--- src/rtl/resp_chk_pkg.sv ---
package resp_chk_pkg;
  typedef enum logic [1:0] {
    PH_IDLE = 2'd0,
    PH_INIT = 2'd1,
    PH_TEST = 2'd2
  } phase_e;
endpackage

--- src/rtl/rc_phase_seq.sv ---
module rc_phase_seq
  import resp_chk_pkg::*;
#(
  parameter int INIT_W = 4,
  parameter int IDX_W  = 4
) (
  input  logic              clk_i,
  input  logic              rst_ni,
  input  logic              start_i,
  input  logic [INIT_W-1:0] init_len_i,
  input  logic [IDX_W-1:0]  tvec_last_i,
  output logic [IDX_W-1:0]  vec_idx_o,
  output logic              cmp_en_o,
  output logic              last_o
);
  localparam int CNT_W = (INIT_W > IDX_W) ? INIT_W : IDX_W;

  phase_e            phase_q;
  logic [CNT_W-1:0]  cnt_q;
  logic [INIT_W-1:0] init_q;
  logic [IDX_W-1:0]  last_q;
  logic              init_end;
  logic              test_end;

  assign init_end = (cnt_q == CNT_W'(init_q) - CNT_W'(1));
  assign test_end = (cnt_q == CNT_W'(last_q));

  always_ff @(posedge clk_i or negedge rst_ni) begin
    if (!rst_ni) begin
      phase_q <= PH_IDLE;
      cnt_q   <= '0;
      init_q  <= '0;
      last_q  <= '0;
    end else if (start_i) begin
      // session parameters are captured here only
      init_q  <= init_len_i;
      last_q  <= tvec_last_i;
      cnt_q   <= '0;
      phase_q <= (init_len_i == '0) ? PH_TEST : PH_INIT;
    end else begin
      unique case (phase_q)
        PH_INIT: begin
          if (init_end) begin
            phase_q <= PH_TEST;
            cnt_q   <= '0;
          end else begin
            cnt_q <= cnt_q + CNT_W'(1);
          end
        end
        PH_TEST: begin
          if (test_end) begin
            phase_q <= PH_IDLE;
            cnt_q   <= '0;
          end else begin
            cnt_q <= cnt_q + CNT_W'(1);
          end
        end
        default: cnt_q <= '0;
      endcase
    end
  end

  assign vec_idx_o = cnt_q[IDX_W-1:0];
  assign cmp_en_o  = (phase_q == PH_TEST);
  assign last_o    = (phase_q == PH_TEST) && test_end;
endmodule

--- src/rtl/rc_cmp.sv ---
module rc_cmp #(
  parameter int DATA_W = 8
) (
  input  logic              en_i,
  input  logic              care_i,
  input  logic [DATA_W-1:0] obs_i,
  input  logic [DATA_W-1:0] exp_i,
  output logic              miss_o
);
  logic [DATA_W-1:0] diff;

  for (genvar b = 0; b < DATA_W; b++) begin : g_bit
    assign diff[b] = obs_i[b] ^ exp_i[b];
  end

  assign miss_o = en_i && care_i && (|diff);
endmodule

--- src/rtl/rc_result.sv ---
module rc_result #(
  parameter int IDX_W = 4
) (
  input  logic             clk_i,
  input  logic             rst_ni,
  input  logic             start_i,
  input  logic             miss_i,
  input  logic             last_i,
  input  logic [IDX_W-1:0] idx_i,
  output logic             detected_o,
  output logic [IDX_W-1:0] fail_idx_o,
  output logic             done_o
);
  always_ff @(posedge clk_i or negedge rst_ni) begin
    if (!rst_ni) begin
      detected_o <= 1'b0;
      fail_idx_o <= '0;
      done_o     <= 1'b0;
    end else if (start_i) begin
      detected_o <= 1'b0;
      fail_idx_o <= '0;
      done_o     <= 1'b0;
    end else begin
      // first failure wins
      if (miss_i && !detected_o) begin
        detected_o <= 1'b1;
        fail_idx_o <= idx_i;
      end
      if (last_i) done_o <= 1'b1;
    end
  end
endmodule

--- src/rtl/resp_chk_top.sv ---
module resp_chk_top #(
  parameter int DATA_W = 8,
  parameter int IDX_W  = 4,
  parameter int INIT_W = 4
) (
  input  logic              clk_i,
  input  logic              rst_ni,
  input  logic              start_i,
  input  logic [INIT_W-1:0] init_len_i,
  input  logic [IDX_W-1:0]  tvec_last_i,
  input  logic [DATA_W-1:0] obs_i,
  output logic [IDX_W-1:0]  exp_addr_o,
  input  logic [DATA_W-1:0] exp_data_i,
  input  logic              exp_care_i,
  output logic              detected_o,
  output logic [IDX_W-1:0]  fail_idx_o,
  output logic              done_o
);
  logic [IDX_W-1:0] vec_idx;
  logic             cmp_en;
  logic             last;
  logic             miss;

  rc_phase_seq #(.INIT_W(INIT_W), .IDX_W(IDX_W)) u_seq (
    .clk_i       (clk_i),
    .rst_ni      (rst_ni),
    .start_i     (start_i),
    .init_len_i  (init_len_i),
    .tvec_last_i (tvec_last_i),
    .vec_idx_o   (vec_idx),
    .cmp_en_o    (cmp_en),
    .last_o      (last)
  );

  rc_cmp #(.DATA_W(DATA_W)) u_cmp (
    .en_i   (cmp_en),
    .care_i (exp_care_i),
    .obs_i  (obs_i),
    .exp_i  (exp_data_i),
    .miss_o (miss)
  );

  rc_result #(.IDX_W(IDX_W)) u_res (
    .clk_i      (clk_i),
    .rst_ni     (rst_ni),
    .start_i    (start_i),
    .miss_i     (miss),
    .last_i     (last),
    .idx_i      (vec_idx),
    .detected_o (detected_o),
    .fail_idx_o (fail_idx_o),
    .done_o     (done_o)
  );

  assign exp_addr_o = vec_idx;
endmodule

--- config.mk ---
export PLATFORM = sky130hd
export DESIGN_NAME = resp_chk_top
export DESIGN_NICKNAME = d
export VERILOG_FILES = /design/src/rtl/resp_chk_pkg.sv /design/src/rtl/rc_phase_seq.sv /design/src/rtl/rc_cmp.sv /design/src/rtl/rc_result.sv /design/src/rtl/resp_chk_top.sv
export SDC_FILE = /design/constraint.sdc
export NUM_CORES = 1
export LEC_CHECK = 0
export ABC_AREA = 1
export BUFFER_PORTS_ARGS = -buffer_cell sky130_fd_sc_hd__buf_2
export CELL_PAD_IN_SITES_DETAIL_PLACEMENT = 0
export CELL_PAD_IN_SITES_GLOBAL_PLACEMENT = 2
export CORE_ASPECT_RATIO = 0.7
export CORE_MARGIN = 4
export CORE_UTILIZATION = 30
export CTS_CLUSTER_SIZE = 12
export DETAILED_ROUTE_END_ITERATION = 8
export PLACE_DENSITY_LB_ADDON = 0.05
export SLEW_MARGIN = 20
export SYNTH_ARGS = -nofsm -noshare
export SYNTH_HDL_FRONTEND = slang
export SYNTH_SLANG_ARGS = --single-unit
--- constraint.sdc ---
create_clock -name clk_i -period 3.1 [get_ports clk_i]
set_clock_uncertainty 0.05 [all_clocks]
set_input_delay 0.155 -clock clk_i [delete_from_list [all_inputs] [get_ports clk_i]]
set_output_delay 0.155 -clock clk_i [all_outputs]
set_load 0.01 [all_outputs]
==> impl_metrics.toml, run 1 <==
[outcome]
status = "complete, no violations"

[pwr]
p_leak_nw = 0.811
intPower_uw = 468
seqPwrFrac_pct = 45.3
pwr-share-comb_pct = 30.9
switching_share_pct = 34.7
clkPwrFrac_pct = 23.8
p_per_area_mw_per_mm2 = 486
netSwitchingPower_uw = 249
vdd_drop_max_uv = 175

[critical_path]
cpPeakStageDelay_ns = 0.38
end_kind = "register"
critical_path_depth = 12
cp_slowest_cell = "dfrtp_1"
cp.buffers_inverters = 2
required_ns = 3.19
crit_path_start_kind = "register"
ff2ff_path_depth = 12
reg2reg_from = "u_seq.init_q[0]$_DFFE_PN0P_"
crit_start = "u_seq.init_q[0]$_DFFE_PN0P_"
crit_fanout = 4
crit_chain = "inv_1 -> ha_1 -> nand2_1 -> inv_1 -> nor2_1 -> nand2_1 -> nor2_1 -> nand2_1 -> nand2_2 -> nand2_2 -> nand2_2 -> nor2_1"
path_delay_family = "simple AND/OR/NAND/NOR gates"
path_class = "register to register"
arrival_ns = 1.66

[routing]
drtAntennaViolNets = 0
wire_per_inst_um = 11.7
drt-initial-drc-count = 22
vias = 1044
route.detailed.drc = 0
avgViaCountPerCell = 4.41
first_pass_iters = 4
wl_um = 2780

[synthesis]
yosys-top-cells-count = "48 x nand2_1, 20 x dfrtp_1, 16 x inv_1, 14 x nor2_1, 14 x xnor2_1"
synth_most_common_cell = "nand2_1"
synth-simple-area-share_pct = 32.5
synth-seq-cells = 20
avgSynthCellArea_um2 = 7.99
seq_area_frac_synth_pct = 41.5
synthXorXnorAreaFrac_pct = 11.6
synth_edf_count = 0
yosys_warnings = 0
synth_area_mm2 = 0.00121
synth_compound_area_share_pct = 2.70
synth_mux_area_share_pct = 0
async_flop_share_pct = 100
ys_types = 19
ys.flop_type = "dfrtp_1"
synth_fa_ha_area_share_pct = 4.15
synth.top_cell.area_share_pct = 41.5
synth_top_family_by_area = "simple AND/OR/NAND/NOR gates"
syn_inst = 151
synth_area_leaders = "dfrtp_1 41%, nand2_1 15%, xnor2_1 10%"
synth_fp_nets = 183
yosysTopAreaCell = "dfrtp_1"

[cts]
cts.sinks = 20
cts_buffers = 3
htreeDepth = 1
clockBufferDepth = 2
clk_latency_ns = 0.26
clk_pin_slew_ns = 0.07
ctsHoldBuffers = 1
cts_root_buf = "clkbuf_8"
cts_resized = 0
cts_setup_buffers = 0
cts_tree = "built"

[grt]
grt_usage_pct = 12.1
grt.overflow.total = 0
grt_max_degree = 21
grt_pass1_wl_um = 4900
grt_antenna_before_repair = 0
grt_pass1_vias = 1066

[floorplanning]
start_util_pct = 32.7
die_h_um = 61.1
core_area_mm2 = 0.00369
die-area_mm2 = 0.00512
fp-row-count = 18
die_w_um = 83.8
io_pins = 38

[layout]
final-instance-count-excl-fill = 237
finalNetCount = 221
drive_gt1_share_pct = 25.7
syn_to_final_growth_pct = 22.2
fin_area_mm2 = 0.00147
num_antenna_cells = 0
final_core_util_pct = 39.9

[timing]
holdWs_ns = 0.0428
clock.fmax_mhz = 637
maxSlewHeadroom_pct = 69.0
setup_viol = 0
fin_crit_sh_pct = 50.6
hold_violations = 0
period_minus_slack_ns = 1.57
final_max_slew_viol_count = 0
tightest_slew_ns = 0.465
finalSetupTns_ns = 0
rsz0062_at_grt = "false"

[place]
port_buffers = 37
place_inst = 233
dp.final_hpwl_um = 2190
gp_congestion = 0.812
placed_cell_area_mm2 = 0.00142

[hold_path]
hp-class = "input port to register"
min_path_cells = 3
hold_start = "tvec_last_i[1]"

[job]
cap_violations = 0
==> flip-flops by register name (all words and copies together), names as in the netlist <==
register	count
u_seq.phase_q	2
u_res.fail_idx_o	4
u_res.done_o	1
u_seq.vec_idx_o	4
u_seq.init_q	4
u_seq.last_q	4
u_res.detected_o	1
==> power groups by stage <==
stage | clock network (mW) | registers, mW | logic [mW]
after floorplan | 0 | 0.324 | 0.157
after global placement | 0 | 0.330 | 0.221
after detailed placement | 0 | 0.331 | 0.224
after CTS | 0.177 | 0.325 | 0.226
after global routing | 0.186 | 0.331 | 0.258
final | 0.170 | 0.325 | 0.222
==> logic make-up after synthesis <==
kind of cell               after synthesis
AOI/OAI and AO/OA                        6
xor gates and xnor gates                16
adders and majority gates                4
buffers and inverters                   21
DFF                                     20
and+or+nand+nor                         84
==> worst register-to-register path: stages, from the launching register on <==
cell and delay, ns:
dfrtp_1 0.38, inv_1 0.12, ha_1 0.26, nand2_1 0.06, inv_1 0.04, nor2_1 0.07
nand2_1 0.06, nor2_1 0.09, nand2_1 0.06, nand2_2 0.08, nand2_2 0.05, nand2_2 0.08
nor2_1 0.04
==> routing by layer <==
| layer | up-vias | part of all wire, % | global-route usage (%) |
|---|---|---|---|
| met4 | 0 | 0.83 | 2.75 |
| li1 | 541 | - | - |
| met2 | 30 | 42 | 20.4 |
| met5 | - | 0 | 0 |
| met1 | 469 | 50 | 15.4 |
| met3 | 4 | 7.1 | 4.28 |
==> placed cells by master (no fill, tap or decap), types with 2 or more instances in the layout <==
cell and n:
xnor2_1 14, nand2_1 48, inv_1 16, nand3_1 9
xor2_1 2, nand4_1 5, buf_2 37, nor2_1 14
ha_1 4, o21ai_0 4, nand3_2 2, nand2_2 3
clkbuf_8 3, dfrtp_1 20
==> worst paths after layout <==
check	slack, ns	to
worst min register to register	0.45	u_res.done_o$_DFFE_PN0P_
min in group asynchronous	0.34	u_seq.last_q[0]$_DFFE_PN0P_
worst max register to register	1.53	u_seq.vec_idx_o[0]$_DFF_PN0_
worst min-delay path	0.04	u_seq.last_q[1]$_DFFE_PN0P_
worst max-delay path	1.53	u_seq.vec_idx_o[0]$_DFF_PN0_
max in group asynchronous	2.33	u_seq.vec_idx_o[1]$_DFF_PN0_
==> stage by stage <==
step | worst slack [ns] | total power [mW]
2_1_floorplan | 1.65 | 0.481
3_3_place_gp | 1.57 | 0.551
3_5_place_dp | 1.53 | 0.555
4_1_cts | 1.52 | 0.729
5_1_grt | 1.30 | 0.775
6_report | 1.53 | 0.717
==> layout make-up <==
type | count | area, um2
fill | 388 | 2220
multi-input combinational | 110 | 614
sequential | 20 | 500
timing repair buffer | 38 | 195
tap | 50 | 62.6
inverter | 16 | 60.1
clock buffer | 3 | 41.3
No activity file was read; power rests on OpenSTA's default activity.
==> run 2: changes to the inputs <==
--- a/config.mk
+++ b/config.mk
@@ -11,7 +11,7 @@
 export CELL_PAD_IN_SITES_GLOBAL_PLACEMENT = 2
 export CORE_ASPECT_RATIO = 0.7
 export CORE_MARGIN = 4
-export CORE_UTILIZATION = 30
+export CORE_UTILIZATION = 28
 export CTS_CLUSTER_SIZE = 12
 export DETAILED_ROUTE_END_ITERATION = 8
 export PLACE_DENSITY_LB_ADDON = 0.05
==> constraint.sdc (replaced) <==
create_clock -name clk_i -period 1.5 [get_ports clk_i]
set_clock_uncertainty 0.05 [all_clocks]
set_input_delay 0.075 -clock clk_i [delete_from_list [all_inputs] [get_ports clk_i]]
set_output_delay 0.075 -clock clk_i [all_outputs]
set_load 0.01 [all_outputs]
==> run 2 against run 1 <==
Final cell count rose by 8.4%. Combinational power rose to 2.6 times the previous value. Non-clock buffer count up 17. Utilization is 1.4 points higher. Die area up 6.3%. Register-to-register slack worse by 1.5 ns. Sequential power rose by 100%. Global-route usage down 0.18 points. Routed wire length grew 11%.
==> impl_metrics.toml, run 2 (same netlist as run 1, synthesis figures left out) <==
[pwr]
pwr-share-comb_pct = 34.5
vdd_drop_max_uv = 404
switching_share_pct = 34.4
netSwitchingPower_uw = 566
intPower_mw = 1.08
clkPwrFrac_pct = 25.4
p_per_area_mw_per_mm2 = 987
p_leak_nw = 0.901
seqPwrFrac_pct = 40.1

[floorplanning]
die_h_um = 62.9
core_area_mm2 = 0.00404
die-area_mm2 = 0.00544
die_w_um = 86.4
start_util_pct = 29.8
fp-row-count = 19
io_pins = 38

[outcome]
status = "complete, no violations"

[critical_path]
required_ns = 1.61
path_class = "register to register"
arrival_ns = 1.60
crit_path_start_kind = "register"
end_kind = "register"
crit_fanout = 4

[place]
place_inst = 242
port_buffers = 37
dp.final_hpwl_um = 2440
gp_congestion = 0.759

[timing]
clock.fmax_mhz = 669
fin_crit_sh_pct = 99.7
period_minus_slack_ns = 1.50
rsz0062_at_grt = "true"
holdWs_ns = 0.110
setup_viol = 0
hold_violations = 0
tightest_slew_ns = 0.476
maxSlewHeadroom_pct = 68.3
final_max_slew_viol_count = 0

[routing]
drtAntennaViolNets = 0
first_pass_iters = 4
wire_per_inst_um = 12.0
drt-initial-drc-count = 43
avgViaCountPerCell = 4.30
vias = 1106
wl_um = 3090
route.detailed.drc = 0

[cts]
clockBufferDepth = 2
clk_pin_slew_ns = 0.08
clk_latency_ns = 0.26
cts_tree = "built"
cts.sinks = 20
cts_root_buf = "clkbuf_8"
cts_buffers = 3
htreeDepth = 1

[grt]
grt_pass1_vias = 1101
grt_antenna_before_repair = 0
grt_pass1_wl_um = 5200
grt_max_degree = 21
grt.overflow.total = 0
grt_usage_pct = 11.9

[layout]
layout_common_cells = "47 x nand2_1, 37 x buf_2, 20 x dfrtp_1"
drive_gt1_share_pct = 32.7
finalNetCount = 238
final_common_cell = "nand2_1"
syn_to_final_growth_pct = 38.3
num_antenna_cells = 0
final-instance-count-excl-fill = 257

[job]
cap_violations = 0

[hold_path]
hp-class = "input port to register"
## run 2: cell type report
| cell class | instances | area (um2) |
|---|---|---|
| fill | 429 | 2370 |
| multi-input combinational | 110 | 644 |
| sequential | 20 | 500 |
| timing repair buffer | 55 | 343 |
| tap | 52 | 65.1 |
| inverter | 16 | 60.1 |
| clock buffer | 4 | 55.1 |
## run 2: worst paths after layout
path / startpoint / to / slack [ns] / cells past startpoint
max in group asynchronous: rst_ni / u_seq.phase_q[0]$_DFFE_PN0P_ / 0.82 / 2
min reg2reg: u_res.fail_idx_o[2]$_DFFE_PN0P_ / u_res.fail_idx_o[2]$_DFFE_PN0P_ / 0.45 / 2
max reg2reg: u_seq.init_q[0]$_DFFE_PN0P_ / u_seq.vec_idx_o[2]$_DFF_PN0_ / 0.004 / 12
min in group asynchronous: rst_ni / u_res.done_o$_DFFE_PN0P_ / 0.25 / 2
min: start_i / u_seq.phase_q[0]$_DFFE_PN0P_ / 0.11 / 3
max: u_seq.init_q[0]$_DFFE_PN0P_ / u_seq.vec_idx_o[2]$_DFF_PN0_ / 0.004 / 12
## run 2: power groups by stage
| stage | registers (mW) | clock network [mW] | logic [mW] |
|---|---|---|---|
| final | 0.660 | 0.419 | 0.568 |
| after global routing | 0.669 | 0.470 | 0.644 |
| after CTS | 0.662 | 0.441 | 0.541 |
| after detailed placement | 0.671 | 0 | 0.510 |
| after global placement | 0.670 | 0 | 0.504 |
| after floorplan | 0.670 | 0 | 0.325 |
## run 2: metrics by stage
step / area (um2) / utilization [%] / setup WS [ns] / setup TNS (ns) / power (mW)
floorplan: 1210 / - / 0.0509 / 0 / 0.994
global placement: 1480 / 36.6 / 0.0133 / 0 / 1.17
detailed placement: 1480 / 36.6 / -0.0251 / -0.114 / 1.18
CTS: 1640 / 40.7 / 0.0216 / 0 / 1.64
global route: 1670 / 41.3 / -0.110 / -0.536 / 1.78
finish: 1670 / 41.3 / 0.00441 / 0 / 1.65
## run 2: per-layer routing
layer	GRT usage (%)	routed length (um)
met1	17.0	1530
met2	18.1	1320
met3	3.95	241
met4	1.17	0
met5	0	0
## run 2: timing repair
| action | in CTS | in global routing |
|---|---|---|
| gates resized for setup | 3 | 7 |
| setup buffers | 1 | 1 |
| setup endpoints to repair | 6 | 6 |
| hold buffers | 9 | 0 |
| pin swaps | 1 | 9 |
| endpoints found under the hold margin | 28 | 0 |
## run 2: critical path: stages (launching register included)
cell     delay [ns]
dfrtp_1        0.39
inv_2          0.08
ha_4           0.21
nand2_2        0.05
inv_2          0.03
nor2_2         0.08
nand2_1        0.05
nor2_1         0.08
nand2_1        0.07
nand2_2        0.09
nand2_2        0.07
nand2_4        0.09
nor2_1         0.04
